===== src/rtl/irq_prio_vec.sv =====
module irq_prio_vec #(
  parameter int NSRC        = 13,
  parameter int AW          = 5,
  parameter int DW          = 16,
  parameter int SWT_SRC     = 8,
  parameter int SER0_SRC    = 12,
  parameter int SER1_SRC    = 13,
  parameter int AUTO_BASE   = 24,
  parameter logic [7:0] FALLBACK_VEC = 8'h0F,
  parameter logic [AW-1:0] A_MASK = 5'h10,
  parameter logic [AW-1:0] A_PEND = 5'h11,
  parameter logic [AW-1:0] A_SWV  = 5'h12,
  parameter logic [AW-1:0] A_SV0  = 5'h13,
  parameter logic [AW-1:0] A_SV1  = 5'h14
) (
  input  logic            clk,
  input  logic            rst_n,
  input  logic [NSRC-1:0] req_i,
  input  logic            reg_we_i,
  input  logic [AW-1:0]   reg_addr_i,
  input  logic [DW-1:0]   reg_wdata_i,
  output logic [DW-1:0]   reg_rdata_o,
  output logic [2:0]      irq_level_o,
  output logic [7:0]      irq_vec_o
);
  localparam int MW   = NSRC + 1;
  localparam int IDXW = $clog2(NSRC + 1);
  localparam logic [MW-1:0] MASK_RST = {{NSRC{1'b1}}, 1'b0};

  function automatic logic [7:0] ctl_rst(int k);
    if (k <= 7)       return 8'(4 * k);
    else if (k == 8)  return 8'h1C;
    else if (k <= 11) return 8'h80;
    else              return 8'h00;
  endfunction

  logic [7:0]    ctl_q [1:NSRC];
  logic [MW-1:0] mask_q, pend_q;
  logic [7:0]    swv_q, sv0_q, sv1_q;
  logic [2:0]    lvl_q;
  logic [7:0]    vec_q;
  logic          chk_ok_q;

  wire [MW-1:0] active = pend_q & ~mask_q;

  always_ff @(posedge clk or negedge rst_n) begin
    if (!rst_n) begin
      for (int k = 1; k <= NSRC; k++) ctl_q[k] <= ctl_rst(k);
      mask_q <= MASK_RST;
      pend_q <= '0;
      swv_q  <= 8'h0F;
      sv0_q  <= 8'h00;
      sv1_q  <= 8'h00;
    end else begin
      pend_q <= {req_i, 1'b0};
      if (reg_we_i) begin
        for (int k = 1; k <= NSRC; k++)
          if (reg_addr_i == AW'(k)) ctl_q[k] <= reg_wdata_i[7:0];
        if (reg_addr_i == A_MASK) mask_q <= reg_wdata_i[MW-1:0];
        if (reg_addr_i == A_SWV)  swv_q  <= reg_wdata_i[7:0];
        if (reg_addr_i == A_SV0)  sv0_q  <= reg_wdata_i[7:0];
        if (reg_addr_i == A_SV1)  sv1_q  <= reg_wdata_i[7:0];
      end
    end
  end

  logic [4:0]      best_val;
  logic [IDXW-1:0] best_idx;
  logic [7:0]      win_ctl;

  always_comb begin
    best_val = '0;
    best_idx = '0;
    win_ctl  = '0;
    for (int k = 1; k <= NSRC; k++) begin
      if (active[k] && ctl_q[k][4:0] > best_val) begin
        best_val = ctl_q[k][4:0];
        best_idx = IDXW'(k);
        win_ctl  = ctl_q[k];
      end
    end
  end

  wire       hit      = best_val >= 5'd4;
  wire [2:0] lvl_next = hit ? win_ctl[4:2] : 3'd0;
  logic [7:0] vec_next;

  always_comb begin
    if (!hit)                            vec_next = 8'h00;
    else if (win_ctl[7])                 vec_next = 8'(AUTO_BASE) + {5'd0, lvl_next};
    else if (best_idx == IDXW'(SWT_SRC))  vec_next = swv_q;
    else if (best_idx == IDXW'(SER0_SRC)) vec_next = sv0_q;
    else if (best_idx == IDXW'(SER1_SRC)) vec_next = sv1_q;
    else                                 vec_next = FALLBACK_VEC;
  end

  always_ff @(posedge clk or negedge rst_n) begin
    if (!rst_n) begin
      lvl_q    <= '0;
      vec_q    <= '0;
      chk_ok_q <= 1'b0;
    end else begin
      lvl_q    <= lvl_next;
      vec_q    <= vec_next;
      chk_ok_q <= 1'b1;
    end
  end

  assign irq_level_o = lvl_q;
  assign irq_vec_o   = vec_q;

  always_comb begin
    reg_rdata_o = '0;
    for (int k = 1; k <= NSRC; k++)
      if (reg_addr_i == AW'(k)) reg_rdata_o = DW'(ctl_q[k]);
    if (reg_addr_i == A_MASK) reg_rdata_o = DW'(mask_q);
    if (reg_addr_i == A_PEND) reg_rdata_o = DW'(pend_q);
    if (reg_addr_i == A_SWV)  reg_rdata_o = DW'(swv_q);
    if (reg_addr_i == A_SV0)  reg_rdata_o = DW'(sv0_q);
    if (reg_addr_i == A_SV1)  reg_rdata_o = DW'(sv1_q);
  end

  AST_PEND_TRACK: assert property (@(posedge clk) disable iff (!rst_n)
    chk_ok_q |-> pend_q == {$past(req_i), 1'b0});

  AST_MASKED_QUIET: assert property (@(posedge clk) disable iff (!rst_n)
    (active == '0) |=> (irq_level_o == 3'd0 && irq_vec_o == 8'h00));

  AST_IDLE_VEC_ZERO: assert property (@(posedge clk) disable iff (!rst_n)
    (irq_level_o == 3'd0) |-> (irq_vec_o == 8'h00));

  AST_LEVEL_FROM_WIN: assert property (@(posedge clk) disable iff (!rst_n)
    hit |=> irq_level_o == $past(win_ctl[4:2]));

  AST_PEND_BIT0: assert property (@(posedge clk) disable iff (!rst_n)
    pend_q[0] == 1'b0);
endmodule


===== config.mk =====
export PLATFORM = sky130hd
export DESIGN_NAME = irq_prio_vec
export DESIGN_NICKNAME = d
export VERILOG_FILES = /design/src/rtl/irq_prio_vec.sv
export SDC_FILE = /design/constraint.sdc
export NUM_CORES = 1
export LEC_CHECK = 0
export ABC_AREA = 1
export BUFFER_PORTS_ARGS = -buffer_cell sky130_fd_sc_hd__buf_4
export CAP_MARGIN = 20
export CORE_UTILIZATION = 55
export CTS_BUF_LIST = sky130_fd_sc_hd__clkbuf_16
export CTS_CLUSTER_SIZE = 30
export DETAILED_ROUTE_END_ITERATION = 12
export PLACE_DENSITY = 0.75
export REMOVE_ABC_BUFFERS = 1
export SLEW_MARGIN = 20
export SYNTH_ARGS = -nofsm -noshare
export SYNTH_HDL_FRONTEND = slang
export SYNTH_SLANG_ARGS = --single-unit

===== constraint.sdc =====
create_clock -name clk -period 32.8 [get_ports clk]
set_clock_uncertainty 0.15 [all_clocks]
set_input_delay 3.28 -clock clk [delete_from_list [all_inputs] [get_ports clk]]
set_output_delay 3.28 -clock clk [all_outputs]
set_load 0.005 [all_outputs]

== Word-level counts from Yosys, hierarchy flattened ==
Index checks and enable logic that the tools add are counted.

* Bits in registers: 166
* Output and inout bits: 27

* Mux-type cells: 63
* Bitwise logic cells: 2
* Add/subtract/negate cells: 1
* Reductions and logical operators: 30
* $lt $le $gt $ge: 14
* Equal/unequal tests: 21

{| class="wikitable"
|+ Operators with widths
! kind !! count
|-
| $mux 16 || 17
|-
| $mux 8 || 19
|-
| $mux 5 || 13
|-
| $gt 5x5->1 || 12
|-
| $mux 4 || 12
|-
| $reduce_and 2->1 || 17
|-
| $eq 5x4->1 const B || 6
|-
| $eq 5x5->1 const B || 5
|-
| $eq 5x3->1 const B || 4
|-
| $and 14x14->14 || 1
|-
| $not 14->14 || 1
|-
| $logic_and 1x1->1 || 13
|-
| $eq 4x4->1 const B || 3
|-
| $eq 5x2->1 const B || 2
|-
| $add 5x3->6 const A || 1
|-
| $eq 5x1->1 const B || 1
|-
| $ge 5x3->1 const B || 1
|-
| $gt 5x1->1 const B || 1
|-
| $mux 3 || 1
|-
| $mux 1 || 1
|}

== Longest topological paths before layout ==
Gate-level depths: netlist (run 1).

* Word-level depth: 46
* Gate-level depth with buffers: 127
* Mapped depth without buffers: 118

== Least setup slack after synthesis (run 1) ==
No wires, ideal clock.

* Path type: register -> register
* Start: reg ctl_q[98] (netlist name)
* End: reg vec_q[5] (netlist: irq_vec_o[5])
* Arrival: 13.735 ns
* Library setup time: 0.063 ns
* Setup slack: 18.852 ns
* Clock period less this slack: 13.948 ns
* Cell stages (with the launch flop): 114
* Path buffers: 9
* Cells stage by stage: dfstp_2 inv_1 nand4_1 nand2_1 inv_1 nand2_1 ha_1 nand2_1 nor2_4 a21oi_2 nand2_2 buf_6 nand2_1 o21ai_0 ha_1 nand2_1 nor2_1 nand2_1 (+78 left out) nand2_1 inv_1 nand2_1 and2_1 ha_1 a21oi_1 o221ai_1 nand2_1 nand2_1 inv_1 nand4_1 a21oi_1 nand2_1 inv_2 nand2_1 a31oi_1 nand2_1 inv_1

* Cells in the longest elaborated chain, start to end: 45
* Elaborated cells between the ends (all ways): 76
* Those cells by class: add/sub: 1; order compare: 14; eq/ne: 3; mux: 45; reduce/logical: 13

{| class="wikitable"
|+ RTL lines
! element !! line !! text
|-
| start: declaration || 37 || <nowiki>logic [7:0] ctl_q [1:NSRC];</nowiki>
|-
| start signal: indexed assignment || 58 || <nowiki>if (reg_addr_i == AW'(k)) ctl_q[k] <= reg_wdata_i[7:0];</nowiki>
|-
| parallel branches: the longest is 44 deep, another holds $gt 5x1->1 || - ||
|-
| $mux 8 (*) || 89 || <nowiki>if (!hit) vec_next = 8'h00;</nowiki>
|-
| net vec_next[5] || 86 || <nowiki>logic [7:0] vec_next;</nowiki>
|-
| end signal: assignment || 104 || <nowiki>vec_q <= vec_next;</nowiki>
|-
| end: declaration || 41 || <nowiki>logic [7:0] vec_q;</nowiki>
|}

Mark *: on every way through the listed nets, which the timed path passes.
A chain may end at the register's enable or synchronous reset.

== Worst setup path after layout (run 1) ==
* Start: reg pend_q[1]
* End: reg vec_q[6] (netlist: irq_vec_o[6])

* Cells in the longest elaborated chain, start to end: 45
* Elaborated cells between the ends (all ways): 74
* Those cells by class: order compare: 13; eq/ne: 3; mux: 44; bitwise: 1; reduce/logical: 13

{| class="wikitable"
|+ RTL lines
! element !! line !! text
|-
| start: declaration || 38 || <nowiki>logic [MW-1:0] mask_q, pend_q;</nowiki>
|-
| start signal: assignment || 55 || <nowiki>pend_q <= {req_i, 1'b0};</nowiki>
|-
| $and 14x14->14 (*) || 44 || <nowiki>wire [MW-1:0] active = pend_q & ~mask_q;</nowiki>
|-
| $logic_and 1x1->1 (*) || 76 || <nowiki>if (active[k] && ctl_q[k][4:0] > best_val) begin</nowiki>
|-
| $mux 5 || 76 ||
|-
| $gt 5x5->1 || 76 ||
|-
| $logic_and 1x1->1 || 76 ||
|-
| $mux 5 || 76 ||
|-
| $gt 5x5->1 || 76 ||
|-
| $logic_and 1x1->1 || 76 ||
|-
| (+30 left out) || - ||
|-
| $mux 4 || 76 ||
|-
| $eq 4x4->1 || 93 || <nowiki>else if (best_idx == IDXW'(SER1_SRC)) vec_next = sv1_q;</nowiki>
|-
| $mux 8 || 93 ||
|-
| $mux 8 || 92 || <nowiki>else if (best_idx == IDXW'(SER0_SRC)) vec_next = sv0_q;</nowiki>
|-
| $mux 8 || 91 || <nowiki>else if (best_idx == IDXW'(SWT_SRC)) vec_next = swv_q;</nowiki>
|-
| $mux 8 || 90 || <nowiki>else if (win_ctl[7]) vec_next = 8'(AUTO_BASE) + {5'd0, lvl_next};</nowiki>
|-
| $mux 8 (*) || 89 ||
|-
| net vec_next[6] || 86 ||
|}

The timed path passes the listed nets; every way through them passes the cells marked *.

==> impl_metrics.env, run 1 <==
export IMPL_post_route_drc_count=0
export IMPL_timing_final_crit_share=0.519
export IMPL_vias=9082
export IMPL_rows=49
export IMPL_cts_path_max_buffers=2
export IMPL_worstSetupStartpointType="flip-flop"
export IMPL_dp_cells=1581
export IMPL_cts_htree_levels=4
export IMPL_required_ns=33.03
export IMPL_multi_input_area_um2=5110
export IMPL_cp_arrival_ns=17.25
export IMPL_drt_iter0_markers=865
export IMPL_post_cts_resized=0
export IMPL_io_buffers=59
export IMPL_dr_pass1_iters=8
export IMPL_die_area_um2=18800
export IMPL_critical_path_class="reg2reg"
export IMPL_grt_ovfl_total=0
export IMPL_fillers=1601
export IMPL_clock_sinks=166
export IMPL_root_buffer="clkbuf_16"
export IMPL_clk_pin_slew_ns=0.06
export IMPL_cpPeakStageDelay_ns=0.51
export IMPL_antenna_found_initial=0
export IMPL_wirelength_mm=26.0
export IMPL_post_cts_buffers=0
export IMPL_drt_vias_per_instance=5.63
export IMPL_diodes=0
export IMPL_die_h_um=137
export IMPL_drtAntennaViolNets=0
export IMPL_clkLatencyLatePin_ns=0.44
export IMPL_rr_startpoint="pend_q[1]"
export IMPL_relSlewSlack=0.405
export IMPL_cts_hold_buf=0
export IMPL_whs_ns=0.335
export IMPL_layout_nets=1452
export IMPL_r2r_end="irq_vec_o[6]"
export IMPL_r2r_slack_ns=15.78
export IMPL_grt_total_usage=0.293
export IMPL_status="finished clean"
export IMPL_startpoint="pend_q[1]"
export IMPL_synth_area_um2=10000
export IMPL_die_w_um=137
export IMPL_crit_top_cell="nand2_1"
export IMPL_initial_core_util=0.559
export IMPL_core_area_um2=18000
export IMPL_crit_fanout=17
export IMPL_ys_types=40
export IMPL_ff2ff_path_depth=100
export IMPL_grt_pass1_vias=8151
export IMPL_setup_tns_ns=0
export IMPL_endpoint_kind="flip-flop"
export IMPL_wl_per_cell_um=16.1
export IMPL_hold_violations=0
export IMPL_crit_path_top_delay_cell="nand2_1"
export IMPL_cts_buffers=17
export IMPL_grt_pass1_wl_mm=42.0
export IMPL_syn_inst=1331
export IMPL_crit_end="irq_vec_o[6]"
export IMPL_synth_seq_cells=166
export IMPL_synth_warning_count=0
export IMPL_syn_to_final_growth_pct=11.1
export IMPL_drive_gt1_frac=0.158
export IMPL_hp_class="reg2reg"
export IMPL_dp_hpwl_mm=18.7
export IMPL_grt_max_degree=97
export IMPL_tightest_slew_ns=0.892
export IMPL_maxCapViolCount=0
export IMPL_timing_fmax_mhz=58.8
export IMPL_min_period_ns=17.02
export IMPL_most_common_layout_cells="390 x nand2_1, 193 x o21ai_0, 131 x dfrtp_1"
export IMPL_grt_setup_unrepaired="false"
export IMPL_regArea_um2=4200
export IMPL_setup_viol=0
export IMPL_final_common_cell="nand2_1"
export IMPL_place_gp_congestion=0.875
export IMPL_cts_tree="done"
export IMPL_ys_seq_area_frac=0.418
export IMPL_synth_avg_cell_area_um2=7.55
export IMPL_stdcell_count=1613
export IMPL_top_level_ports=64
export IMPL_drv_slew=0
## final cells by class
type	count	share of cell area
Clock buffer	17	0.0381
Sequential cell	166	0.376
Timing Repair Buffer	61	0.0414
Multi-Input combinational cell	986	0.458
Tap cell	229	0.0257
Inverter	139	0.0467
Clock inverter	15	0.0139
## cells by family (layout without fill, tap and decap cells)
logic type,after synthesis,after routing,share of synthesized area
and+or+nand+nor,652,652,0.290
AOI/OAI and AO/OA,278,278,0.151
buffers and inverters,180,232,0.0743
DFF,166,166,0.418
adders and majority gates,44,44,0.0548
muxes,10,10,0.0112
other,1,2,0.000373
## worst min-delay path by stage
| stage | start | end | slack (ns) | cells after the start |
|---|---|---|---|---|
| after floorplan | ctl_q[13] | ctl_q[13] | 0.30 | 2 |
| after global placement | ctl_q[13] | ctl_q[13] | 0.31 | 2 |
| after detailed placement | ctl_q[61] | ctl_q[61] | 0.32 | 2 |
| after CTS | ctl_q[61] | ctl_q[61] | 0.33 | 2 |
| after global routing | ctl_q[72] | ctl_q[72] | 0.36 | 2 |
| final | ctl_q[61] | ctl_q[61] | 0.34 | 2 |
## routing by layer
layer  share of wire  up-vias  GRT usage
li1                -     4475          -
met1            0.47     4275      0.422
met2            0.46      293      0.453
met3           0.055       39     0.0463
met4           0.016        0     0.0855
met5               0        -          0
## critical path: cells and delay by family (launching register included)
family	cells	cell delay, ns
adders and majority gates	12	3.84
DFF	1	0.38
and+or+nand+nor	61	7.33
buffers and inverters	9	1.13
AOI/OAI and AO/OA	18	4.04
## flip-flops by register name, indices dropped and copies added (netlist names)
name / count
pend_q: 13
mask_q: 14
sv1_q: 8
sv0_q: 8
swv_q: 8
irq_vec_o: 8
irq_level_o: 3
ctl_q: 104
## Yosys cell counts, drive strengths merged
cell	n	area share
buf	11	0.011
nand2	430	0.17
a221oi	2	0.0017
and2	4	0.0025
o32ai	1	0.00087
a22o	2	0.0017
o22ai	8	0.0050
nor3	2	0.0010
o221ai	4	0.0035
nand4	21	0.013
nor2	84	0.037
a211oi	3	0.0022
a21oi	38	0.022
clkbuf	30	0.011
o311ai	1	0.00087
mux2	10	0.011
nand3	85	0.046
o21bai	9	0.0067
or2	4	0.0025
conb	1	0.00037
inv	138	0.052
dfrtp	131	0.33
o21ai	200	0.10
nand3b	22	0.016
o211ai	2	0.0015
ha	44	0.055
o2111ai	4	0.0035
a31oi	4	0.0025
clkinv	1	0.00037
dfstp	35	0.092
## through the flow
step	setup WS, ns	util	cell area, µm²
after floorplan	19.07	-	9830
after global placement	16.29	0.589	10600
after detailed placement	16.06	0.589	10600
after CTS	15.96	0.621	11200
after global routing	14.25	0.621	11200
final	15.78	0.621	11200
Power of run 1 is left out: the tool's default activity adds up to more than one toggle a clock period on the data nets, which glitch-free logic cannot reach.
==> run 2, diff against run 1 <==
- clock period: 32.8 -> 16 ns (I/O delays scaled with it)
==> impl_metrics.env, run 2 (synthesis results as in run 1) <==
export IMPL_grt_max_degree=85
export IMPL_critical_path_class="reg2reg"
export IMPL_post_route_drc_count=0
export IMPL_grt_pass1_vias=8213
export IMPL_multi_input_area_um2=5210
export IMPL_largest_reg_flops=104
export IMPL_setup_viol=0
export IMPL_endpoint_kind="flip-flop"
export IMPL_drt_vias_per_instance=5.63
export IMPL_drtAntennaViolNets=0
export IMPL_fillers=1606
export IMPL_clock_sinks=166
export IMPL_most_common_layout_cells="389 x nand2_1, 180 x o21ai_0, 131 x dfrtp_1"
export IMPL_crit_path_top_delay_cell="dfstp_2"
export IMPL_wl_per_cell_um=16.1
export IMPL_relSlewSlack=0.437
export IMPL_top_register="ctl_q"
export IMPL_largestRegisters="ctl_q: 104 flops, mask_q: 14 flops, pend_q: 13 flops"
export IMPL_hp_class="reg2reg"
export IMPL_worstSetupStartpointType="flip-flop"
export IMPL_drive_gt1_frac=0.175
export IMPL_rows=49
export IMPL_place_gp_congestion=0.895
export IMPL_timing_final_crit_share=0.914
export IMPL_drt_iter0_markers=834
export IMPL_design_area_um2=11300
export IMPL_hold_violations=0
export IMPL_maxCapViolCount=0
export IMPL_die_area_um2=18800
export IMPL_crit_fanout=15
export IMPL_cp_arrival_ns=14.86
export IMPL_cts_tree="done"
export IMPL_die_w_um=137
export IMPL_cts_htree_levels=4
export IMPL_antenna_found_initial=0
export IMPL_diodes=0
export IMPL_status="finished clean"
export IMPL_grt_pass1_wl_mm=42.3
export IMPL_root_buffer="clkbuf_16"
export IMPL_crit_top_cell="nand2_1"
export IMPL_min_period_ns=14.63
export IMPL_required_ns=16.23
export IMPL_cts_path_max_buffers=2
export IMPL_drv_slew=0
export IMPL_die_h_um=137
export IMPL_grt_total_usage=0.293
export IMPL_clk_pin_slew_ns=0.07
export IMPL_top_level_ports=64
export IMPL_core_area_um2=18000
export IMPL_io_buffers=59
export IMPL_timing_fmax_mhz=68.4
export IMPL_dr_pass1_iters=5
export IMPL_clkLatencyLatePin_ns=0.44
export IMPL_fin_ws_ns=1.37
export IMPL_initial_core_util=0.559
export IMPL_stdcell_count=1624
export IMPL_grt_ovfl_total=0
export IMPL_place_area_um2=10600
export IMPL_vias=9146
export IMPL_cpPeakStageDelay_ns=0.55
export IMPL_cts_buffers=17
export IMPL_wirelength_mm=26.2
export IMPL_dp_cells=1587
export IMPL_tightest_slew_ns=0.842
export IMPL_dp_hpwl_mm=18.7
export IMPL_dpl_worst_slack_ns=0.227
export IMPL_regArea_um2=4200
export IMPL_syn_to_final_growth_pct=12.8
export IMPL_layout_nets=1463
export IMPL_final_common_cell="nand2_1"
==> run 2: stage by stage <==
stage          hold WS, ns  TNS [ns]   util
2_1_floorplan        0.298         0      -
3_3_place_gp         0.311         0  0.591
3_5_place_dp         0.318         0  0.591
4_1_cts              0.334         0  0.623
5_1_grt              0.358   -0.0329  0.631
6_report             0.335         0  0.631
==> run 2: routing by layer <==
layer,wire length [µm],up-vias,GRT usage
li1,-,4501,-
met1,12000,4290,0.427
met2,12000,306,0.453
met3,1570,49,0.0422
met4,556,0,0.0818
met5,0,-,0
==> run 2: what timing repair did <==
item	in CTS	in global routing
endpoints found under the setup margin	0	11
hold buffers	0	0
buffers inserted	0	5
resized for setup	0	37
==> run 2: critical path: cells and delay by family (launching register included) <==
kind                     cells  cell delay [ns]
AO/OA/AOI/OAI               15             2.30
adder cells (fa/ha/maj)     12             3.54
buffers and inverters       10             1.03
flip-flops                   1             0.55
AND/OR/NAND/NOR             71             7.01
==> run 2: area by class of cell <==
type                       count  share of cell area
sequential                   166               0.370
inverter                     139              0.0460
timing repair buffer          72              0.0483
clock buffer                  17              0.0375
tap                          229              0.0253
multi-input combinational    986               0.460
clock inverter                15              0.0128
==> run 2: path summary, 6_finish.rpt <==
| check | from | end | depth (start not counted) | slack [ns] |
|---|---|---|---|---|
| setup reg to reg | ctl_q[98] | irq_vec_o[7] | 108 | 1.37 |
| hold reg to reg | ctl_q[37] | ctl_q[37] | 2 | 0.34 |
| max in group asynchronous | rst_n | ctl_q[15] | 2 | 13.39 |
| hold / removal | ctl_q[37] | ctl_q[37] | 2 | 0.34 |
| min in group asynchronous | rst_n | pend_q[9] | 1 | 1.02 |
| setup / recovery | ctl_q[98] | irq_vec_o[7] | 108 | 1.37 |
Power of run 2 is left out for the same reason.
